## config.mk

```make
export PLATFORM = sky130hd
export DESIGN_NAME = barrel_thread_sel
export DESIGN_NICKNAME = d
export VERILOG_FILES = /design/src/rtl/barrel_pkg.sv /design/src/rtl/thr_status.sv /design/src/rtl/rr_pick.sv /design/src/rtl/pc_table.sv /design/src/rtl/barrel_thread_sel.sv
export SDC_FILE = /design/constraint.sdc
export NUM_CORES = 1
export LEC_CHECK = 0
export ABC_CLOCK_PERIOD_IN_PS = 10300
export CORE_MARGIN = 5
export CORE_UTILIZATION = 40
export DETAILED_ROUTE_END_ITERATION = 12
export DONT_BUFFER_PORTS = 1
export GPL_TIMING_DRIVEN = 0
export PLACE_DENSITY = 0.57
export SLEW_MARGIN = 10
export SYNTH_ARGS = -nofsm -noshare
export SYNTH_HDL_FRONTEND = slang
export SYNTH_SLANG_ARGS = --single-unit
```

## constraint.sdc

```tcl
create_clock -name clk -period 10.3 [get_ports clk]
set_input_delay 1.03 -clock clk [delete_from_list [all_inputs] [get_ports clk]]
set_output_delay 1.03 -clock clk [all_outputs]
set_load 0.01 [all_outputs]
```

## src/rtl/barrel_pkg.sv

```systemverilog
package barrel_pkg;
  // Slot visited at offset off in a circular search that starts at base.
  function automatic int unsigned rr_slot(int unsigned base, int unsigned off,
                                          int unsigned n);
    return (base + off) % n;
  endfunction
endpackage

```

## src/rtl/thr_status.sv

```systemverilog
module thr_status #(
  parameter int N_THREADS  = 8,
  parameter int PIPE_DEPTH = 8,
  localparam int TID_W = $clog2(N_THREADS),
  localparam int AGE_W = $clog2(PIPE_DEPTH)
) (
  input  logic                 clk,
  input  logic                 rst,
  input  logic                 issue_fire,
  input  logic [TID_W-1:0]     issue_id,
  input  logic                 wb_valid,
  input  logic [TID_W-1:0]     wb_tid,
  input  logic                 wait_valid,
  input  logic [TID_W-1:0]     wait_tid,
  input  logic                 ret_valid,
  input  logic [TID_W-1:0]     ret_tid,
  output logic [N_THREADS-1:0] eligible
);
  localparam logic [AGE_W-1:0] AGE_LOAD = AGE_W'(PIPE_DEPTH - 1);

  for (genvar i = 0; i < N_THREADS; i++) begin : g_thr
    logic             busy_q;
    logic             blocked_q;
    logic [AGE_W-1:0] age_q;

    always_ff @(posedge clk) begin
      if (rst) begin
        busy_q <= 1'b0;
        age_q  <= '0;
      end else if (issue_fire && issue_id == TID_W'(i)) begin
        busy_q <= 1'b1;
        age_q  <= AGE_LOAD;
      end else begin
        if (wb_valid && wb_tid == TID_W'(i)) busy_q <= 1'b0;
        if (age_q != '0) age_q <= age_q - 1'b1;
      end
    end

    always_ff @(posedge clk) begin
      if (rst)                                      blocked_q <= 1'b0;
      else if (wait_valid && wait_tid == TID_W'(i)) blocked_q <= 1'b1;
      else if (ret_valid && ret_tid == TID_W'(i))   blocked_q <= 1'b0;
    end

    assign eligible[i] = !busy_q && !blocked_q && (age_q == '0);
  end
endmodule

```

## src/rtl/rr_pick.sv

```systemverilog
module rr_pick #(
  parameter int N_THREADS = 8,
  localparam int TID_W = $clog2(N_THREADS)
) (
  input  logic [N_THREADS-1:0] eligible,
  input  logic [TID_W-1:0]     start,
  output logic                 any,
  output logic [TID_W-1:0]     winner
);
  import barrel_pkg::*;

  always_comb begin
    any    = 1'b0;
    winner = '0;
    for (int k = 0; k < N_THREADS; k++) begin
      if (!any && eligible[rr_slot(int'(start), k, N_THREADS)]) begin
        any    = 1'b1;
        winner = TID_W'(rr_slot(int'(start), k, N_THREADS));
      end
    end
  end
endmodule

```

## src/rtl/pc_table.sv

```systemverilog
module pc_table #(
  parameter int N_THREADS = 8,
  parameter int PC_W      = 32,
  parameter logic [PC_W-1:0] BOOT_PC = 'h1000,
  parameter logic [PC_W-1:0] PC_STEP = 'h100,
  localparam int TID_W = $clog2(N_THREADS)
) (
  input  logic             clk,
  input  logic             rst,
  input  logic             wr_en,
  input  logic [TID_W-1:0] wr_idx,
  input  logic [PC_W-1:0]  wr_data,
  input  logic [TID_W-1:0] rd_idx,
  output logic [PC_W-1:0]  rd_data
);
  logic [PC_W-1:0] pc_mem [N_THREADS];

  always_ff @(posedge clk) begin
    if (rst) begin
      for (int k = 0; k < N_THREADS; k++)
        pc_mem[k] <= BOOT_PC + PC_W'(k) * PC_STEP;
    end else if (wr_en) begin
      pc_mem[wr_idx] <= wr_data;
    end
  end

  assign rd_data = pc_mem[rd_idx];
endmodule

```

## src/rtl/barrel_thread_sel.sv

```systemverilog
module barrel_thread_sel #(
  parameter int N_THREADS  = 8,
  parameter int PIPE_DEPTH = 8,
  parameter int PC_W       = 32,
  parameter logic [PC_W-1:0] BOOT_PC = 'h1000,
  parameter logic [PC_W-1:0] PC_STEP = 'h100,
  localparam int TID_W = $clog2(N_THREADS)
) (
  input  logic             clk,
  input  logic             rst,
  input  logic             wb_valid,
  input  logic [TID_W-1:0] wb_tid,
  input  logic [PC_W-1:0]  wb_next_pc,
  input  logic             mem_wait_valid,
  input  logic [TID_W-1:0] mem_wait_tid,
  input  logic             mem_ret_valid,
  input  logic [TID_W-1:0] mem_ret_tid,
  output logic             issue_valid,
  output logic [TID_W-1:0] issue_tid,
  output logic [PC_W-1:0]  issue_pc
);
  localparam logic [TID_W-1:0] LAST_ID = TID_W'(N_THREADS - 1);

  logic [N_THREADS-1:0] eligible;
  logic                 pick_any;
  logic [TID_W-1:0]     pick_id;
  logic [TID_W-1:0]     rr_ptr_q;
  logic [PC_W-1:0]      pick_pc;

  thr_status #(.N_THREADS(N_THREADS), .PIPE_DEPTH(PIPE_DEPTH)) status_i (
    .clk(clk), .rst(rst),
    .issue_fire(pick_any), .issue_id(pick_id),
    .wb_valid(wb_valid), .wb_tid(wb_tid),
    .wait_valid(mem_wait_valid), .wait_tid(mem_wait_tid),
    .ret_valid(mem_ret_valid), .ret_tid(mem_ret_tid),
    .eligible(eligible)
  );

  rr_pick #(.N_THREADS(N_THREADS)) pick_i (
    .eligible(eligible), .start(rr_ptr_q), .any(pick_any), .winner(pick_id)
  );

  pc_table #(.N_THREADS(N_THREADS), .PC_W(PC_W),
             .BOOT_PC(BOOT_PC), .PC_STEP(PC_STEP)) pcs_i (
    .clk(clk), .rst(rst),
    .wr_en(wb_valid), .wr_idx(wb_tid), .wr_data(wb_next_pc),
    .rd_idx(pick_id), .rd_data(pick_pc)
  );

  always_ff @(posedge clk) begin
    if (rst) begin
      rr_ptr_q    <= '0;
      issue_valid <= 1'b0;
      issue_tid   <= '0;
      issue_pc    <= '0;
    end else begin
      issue_valid <= pick_any;
      if (pick_any) begin
        rr_ptr_q  <= (pick_id == LAST_ID) ? '0 : pick_id + 1'b1;
        issue_tid <= pick_id;
        issue_pc  <= pick_pc;
      end
    end
  end
endmodule

```

==> flow_metrics.tcl, run 1 <==
set metrics [dict create \
    top_layer_used "met4" \
    ys_seq_elements 335 \
    yosysTopAreaCell "edfxtp_1" \
    required_ns 10.71 \
    max_stage_delay_ns 0.69 \
    cp.arrival_ns 5.56 \
    post_drt_wl_per_cell_um 23.0 \
    ys_types 78 \
    fin_skew_ns 0.0165 \
    slew_headroom 0.161 \
    cts_setup_buffers 0 \
    cp-start-kind "register" \
    synth_warnings 0 \
    slew_violations 0 \
    place_congestion 0.823 \
    clk_path_buf_depth 3 \
    cts-root-buf "clkbuf_16" \
    timing.rr.start "rr_ptr_q[0]" \
    hold_buffers 0 \
    path_clk_slew_ns 0.06 \
    hold_violations 0 \
    synth_area_leaders "edfxtp_1, dfxtp_1, and2_1, mux2i_1, o2111a_1" \
    post-route-period-util 0.500 \
    final_nets 1481 \
    num_rows 74 \
    num_vias 10973 \
    route.detailed.drc 0 \
    period_minus_slack_ns 5.15 \
    dr_wl_met3_um 2920 \
    fmax_mhz 194 \
    io_pins 82 \
    cts_tree "yes" \
    rsz0062_at_grt "no" \
    cp_slowest_cell "a2111oi_1" \
    syn_inst 1362 \
    met1_length_um 19600 \
    drt_iter0_markers 775 \
    stdcell_area_mm2 0.0187 \
    cts_resized 0 \
    grt_util_all_layers 0.200 \
    startpoint "rr_ptr_q[0]" \
    syn_area_mm2 0.0164 \
    worstPathMaxFanout 10 \
    dieArea_mm2 0.0453 \
    min_from "status_i.g_thr[1].busy_q" \
    grt_pass1_wl_um 68300 \
    setup_viol_count_final 0 \
    final.setup.worst_slack_ns 5.15 \
    portBuffers 0 \
    h-tree-depth 2 \
    met2_length_um 22100 \
    gr-total-overflow 0 \
    ant_nets 0 \
    avgSynthCellArea_um2 12.1 \
    ys_async_sr_fraction 0 \
    ys_seq_area_frac 0.564 \
    crit_type "reg -> reg" \
    die_y_um 213 \
    drv_cap 0 \
    hp-class "reg -> reg" \
    first_pass_iters 5 \
    grt_start_max_net_pins 21 \
    clk_latency_ns 0.57 \
    grt_pass1_vias 10851 \
    path_cells "buf_4, inv_2, ha_1, buf_2, nor2b_1, a22oi_1, a21oi_1, a2111oi_1, o21a_1, nand2_1, o2bb2ai_1, and2_1, buf_6, buf_2, inv_2, ha_1, or2_2, a21oi_1, a211oi_1" \
    synthFlopType "edfxtp_1" \
    pre_cts_ws_ns 5.28 \
    cts_buffers 39 \
    syn_nets 1427 \
    fillCellCount 3766 \
    initial_core_util 0.404 \
    setup_tns_ns 0 \
    die-width_um 213 \
    tightest_slew_ns 1.26 \
    cts.sinks 335 \
    via_per_inst 5.54 \
    end_kind "register" \
    dpl_cell_area_mm2 0.0175 \
    status "complete, no violations" \
    drive_above_1_share 0.0927 \
    core_mm2 0.0407 \
    synth_edf_count 256 \
    yosys.area.top_type_share 0.467 \
    area_growth_pct 13.9 \
    antenna_found_initial 0 \
    routed_wl_um 45500 \
    dp_hpwl_um 31800 \
]
==> synth_stat cells, drive strengths merged, types with 4 or more instances <==
library cell    n
or3            18
a221o          30
xnor2          10
or4b            6
ha             19
edfxtp        256
a211oi          4
nand2b         19
nor3            6
dfxtp          79
mux2i         112
nor2           27
mux2           32
o22ai           4
and3            6
nand3          45
a2111oi         4
a21oi          45
a22oi           6
nand2          38
inv            31
o21ai          64
o21a            4
and2          243
o31ai           6
o2111a         31
o22a            4
nor2b          36
nor4b           8
nand4          31
mux4            5
buf            25
clkbuf         70
==> logic make-up after synthesis <==
logic type,share of synthesized area
and+or+nand+nor,0.179
DFF,0.564
AOI/OAI and AO/OA,0.104
muxes,0.0972
buffers and inverters,0.0355
adders and majority gates,0.0145
xor gates and xnor gates,0.00639
==> registers in the layout, summed over array words and instances, names as in the netlist <==
name / flops
issue_pc: 32
rr_ptr_q: 3
status_i.g_thr.busy_q: 8
issue_tid: 3
pcs_i.pc_mem: 256
issue_valid: 1
status_i.g_thr.blocked_q: 8
status_i.g_thr.age_q: 24
==> critical path: cells and delay by family, from the launching register on <==
family / cells / cell delay (ns)
AOI/OAI and AO/OA: 7 / 2.21
adders and majority gates: 2 / 0.56
DFF: 1 / 0.31
buffers and inverters: 6 / 1.10
and+or+nand+nor: 4 / 0.81
==> final timing paths <==
path,end,cells past startpoint,slack (ns)
setup / recovery,rr_ptr_q[2],19,5.15
setup reg to reg,rr_ptr_q[2],19,5.15
hold reg to reg,status_i.g_thr[1].busy_q,2,0.50
hold / removal,status_i.g_thr[1].busy_q,2,0.50
==> metrics by stage <==
step	utilization	hold slack (ns)	std cells
floorplan	-	0.441	1362
global placement	0.420	0.481	1894
detailed placement	0.429	0.481	1907
CTS	0.460	0.491	1978
global route	0.460	0.506	1978
finish	0.460	0.496	1979
==> routing by layer <==
layer  GRT usage  vias to the layer above
met1       0.267                     5477
met3      0.0397                       58
li1            -                     5155
met4      0.0516                        0
met5           0                        -
met2       0.336                      283
==> placed cells by master, fill, tap and decap left out, types with 5 or more instances in the layout <==
cell type,instances
mux2_1,23
o21ai_4,6
ha_1,19
buf_4,9
edfxtp_1,256
clkbuf_16,41
mux4_2,5
buf_16,5
nand4_1,31
buf_2,7
buf_6,8
nor3_1,6
o2111a_1,31
nand2_1,36
clkbuf_1,87
mux2i_1,111
a21oi_1,45
and2_1,242
buf_8,5
mux2_2,9
or3_1,17
o21ai_0,54
inv_1,27
nor2_1,27
and3_1,6
nor2b_1,36
a221o_1,30
nand3_1,45
dfxtp_1,79
xnor2_1,10
nand2b_1,19
a22oi_1,5
==> cell type report <==
| cell class | instances | area, µm² | area share |
|---|---|---|---|
| Antenna cell | 1 | 2.50 | 0.000134 |
| Buffer | 95 | 459 | 0.0245 |
| Clock buffer | 61 | 1130 | 0.0604 |
| Clock inverter | 10 | 115 | 0.00615 |
| Inverter | 33 | 124 | 0.00661 |
| Multi-Input combinational cell | 899 | 6690 | 0.357 |
| Sequential cell | 335 | 9270 | 0.495 |
| Tap cell | 532 | 666 | 0.0355 |
| Timing Repair Buffer | 13 | 273 | 0.0146 |
Power of run 1 is left out: the tool's default activity adds up to more than one toggle a clock period on the data nets, which glitch-free logic cannot reach.
==> inputs of run 2 (changes only) <==
- ABC_AREA: not set -> 1
- ABC_CLOCK_PERIOD_IN_PS: 10300 -> 5100
- clock period: 10.3 -> 5.1 ns (I/O delays scaled with it)
==> run 2 against run 1 <==
- flip-flop and latch count is the same
- sequential share of layout area up 1.4 points
- synthesized cell count up 41%
- first-iteration DRC count grew 45%
- global-route usage grew 2.7 points
- hold slack got worse by 0.36 ns
- clock skew up 0.010 ns
- non-clock buffer count increased by 2
==> flow_metrics.tcl, run 2 <==
set metrics [dict create \
    num_antenna_cells 0 \
    portBuffers 0 \
    ys_seq_elements 335 \
    utilization 0.458 \
    final_common_cell "nand2_1" \
    die-width_um 211 \
    grt_util_all_layers 0.227 \
    cts_resized 0 \
    yosys.area.top_type_share 0.476 \
    yosysTopAreaCell "edfxtp_1" \
    end_kind "register" \
    first_pass_iters 5 \
    drt_iter0_markers 1124 \
    cts_tree "yes" \
    num_rows 73 \
    h-tree-depth 2 \
    largest_register_ffs 256 \
    synth_edf_count 256 \
    route.detailed.drc 0 \
    cts_buffers 39 \
    area_growth_pct 12.8 \
    cp.arrival_ns 4.72 \
    ys_types 34 \
    num_vias 13217 \
    hp-class "in -> reg" \
    io_pins 82 \
    syn_inst 1918 \
    required_ns 5.57 \
    syn_area_mm2 0.0161 \
    ys_async_sr_fraction 0 \
    antenna_found_initial 0 \
    slew_headroom 0.362 \
    clk_latency_ns 0.58 \
    setup_tns_ns 0 \
    cts-root-buf "clkbuf_16" \
    post-route-period-util 0.832 \
    final_nets 2032 \
    grt_pass1_vias 12657 \
    fin_skew_ns 0.0268 \
    initial_core_util 0.405 \
    drv_cap 0 \
    crit_type "reg -> reg" \
    place_congestion 0.842 \
    status "complete, no violations" \
    dp_hpwl_um 35100 \
    largestRegisters "pcs_i.pc_mem x256, issue_pc x32, status_i.g_thr.age_q x24" \
    path_clk_slew_ns 0.06 \
    hold_buffers 0 \
    setup_viol_count_final 0 \
    post_drt_wl_per_cell_um 20.4 \
    gr-total-overflow 0 \
    tightest_slew_ns 0.950 \
    synth_warnings 0 \
    grt_start_max_net_pins 28 \
    rsz0062_at_grt "no" \
    layout_common_cells "nand2_1, nor2_1, edfxtp_1" \
    dieArea_mm2 0.0445 \
    top_register "pcs_i.pc_mem" \
    ys_seq_area_frac 0.574 \
    fmax_mhz 236 \
    synth_most_common_cell "nand2_1" \
    synthFlopType "edfxtp_1" \
    worstPathMaxFanout 10 \
    dpl_cell_area_mm2 0.0170 \
    hold_violations 0 \
    routed_wl_um 51400 \
    avgSynthCellArea_um2 8.42 \
    stdcell_area_mm2 0.0182 \
    cts.sinks 335 \
    die_y_um 211 \
    via_per_inst 5.24 \
    ys_top_cells_by_count "nand2_1, nor2_1, edfxtp_1" \
    clk_path_buf_depth 3 \
    ant_nets 0 \
    slew_violations 0 \
    cp-start-kind "register" \
    synth_area_leaders "edfxtp_1, nand2_1, dfxtp_1, nand3_1, nor2_1" \
    grt_pass1_wl_um 76300 \
    drive_above_1_share 0.0746 \
    syn_nets 1983 \
    cts_setup_buffers 0 \
    core_mm2 0.0398 \
    period_minus_slack_ns 4.24 \
]
-- run 2: cell types whose count changed after synthesis, sizes merged, moves of 112 or more --
| cell | change |
|---|---|
| nand2 | +590 |
| nor2 | +257 |
| and2 | -243 |
| nand3 | +205 |
| inv | +170 |
| mux2i | -112 |
-- run 2: kinds of logic (layout without fill, tap and decap cells) --
logic type / Yosys count / after routing / synth area share
buffers and inverters: 304 / 383 / 0.0790
adders and majority gates: 19 / 19 / 0.0147
AOI/OAI and AO/OA: 68 / 68 / 0.0233
xor gates and xnor gates: 13 / 13 / 0.00705
and+or+nand+nor: 1179 / 1179 / 0.302
DFF: 335 / 335 / 0.574
-- run 2: worst max-delay path, cell delays in order (launching register included) --
cell and delay, ns:
dfxtp_1 0.32, buf_2 0.23, clkinv_1 0.26, ha_1 0.43, inv_1 0.29, nand3_1 0.16
nand2_1 0.10, nor2_1 0.07, a31oi_1 0.26, inv_1 0.14, nor2_4 0.21, nand4_1 0.11
nand3_1 0.22, buf_4 0.24, buf_2 0.38, ha_1 0.33, nand3_1 0.26, o31ai_1 0.14
-- run 2: final timing paths --
path / startpoint / end / slack [ns] / cells after the start
worst max register to register: rr_ptr_q[1] / status_i.g_thr[7].age_q[2] / 0.86 / 17
worst min register to register: status_i.g_thr[5].busy_q / status_i.g_thr[5].busy_q / 0.47 / 2
worst max-delay path: rr_ptr_q[1] / status_i.g_thr[7].age_q[2] / 0.86 / 17
worst min-delay path: mem_wait_tid[0] / status_i.g_thr[6].blocked_q / 0.14 / 3
-- run 2: layout make-up --
cell class / count / area (µm²)
tap: 525 / 657
fill: 4014 / 21600
multi-input combinational: 1279 / 5620
timing repair buffer: 8 / 205
clock inverter: 14 / 108
buffer: 102 / 518
clock buffer: 57 / 1080
sequential: 335 / 9270
inverter: 202 / 758
-- run 2: layer usage --
layer	global-route usage	routed length, µm	up-vias
met5	0	0	-
met4	0.0885	2180	0
met3	0.0469	3950	131
met2	0.373	24000	532
met1	0.296	21300	6308
li1	-	-	6246
-- run 2: through the flow --
stage	instances	hold WS, ns	setup WS (ns)
floorplan	1918	0.439	2.08
global placement	2443	0.463	0.931
detailed placement	2451	0.468	0.944
CTS	2522	0.115	0.940
global route	2522	0.138	0.574
finish	2522	0.138	0.856
Power of run 2 is left out for the same reason.
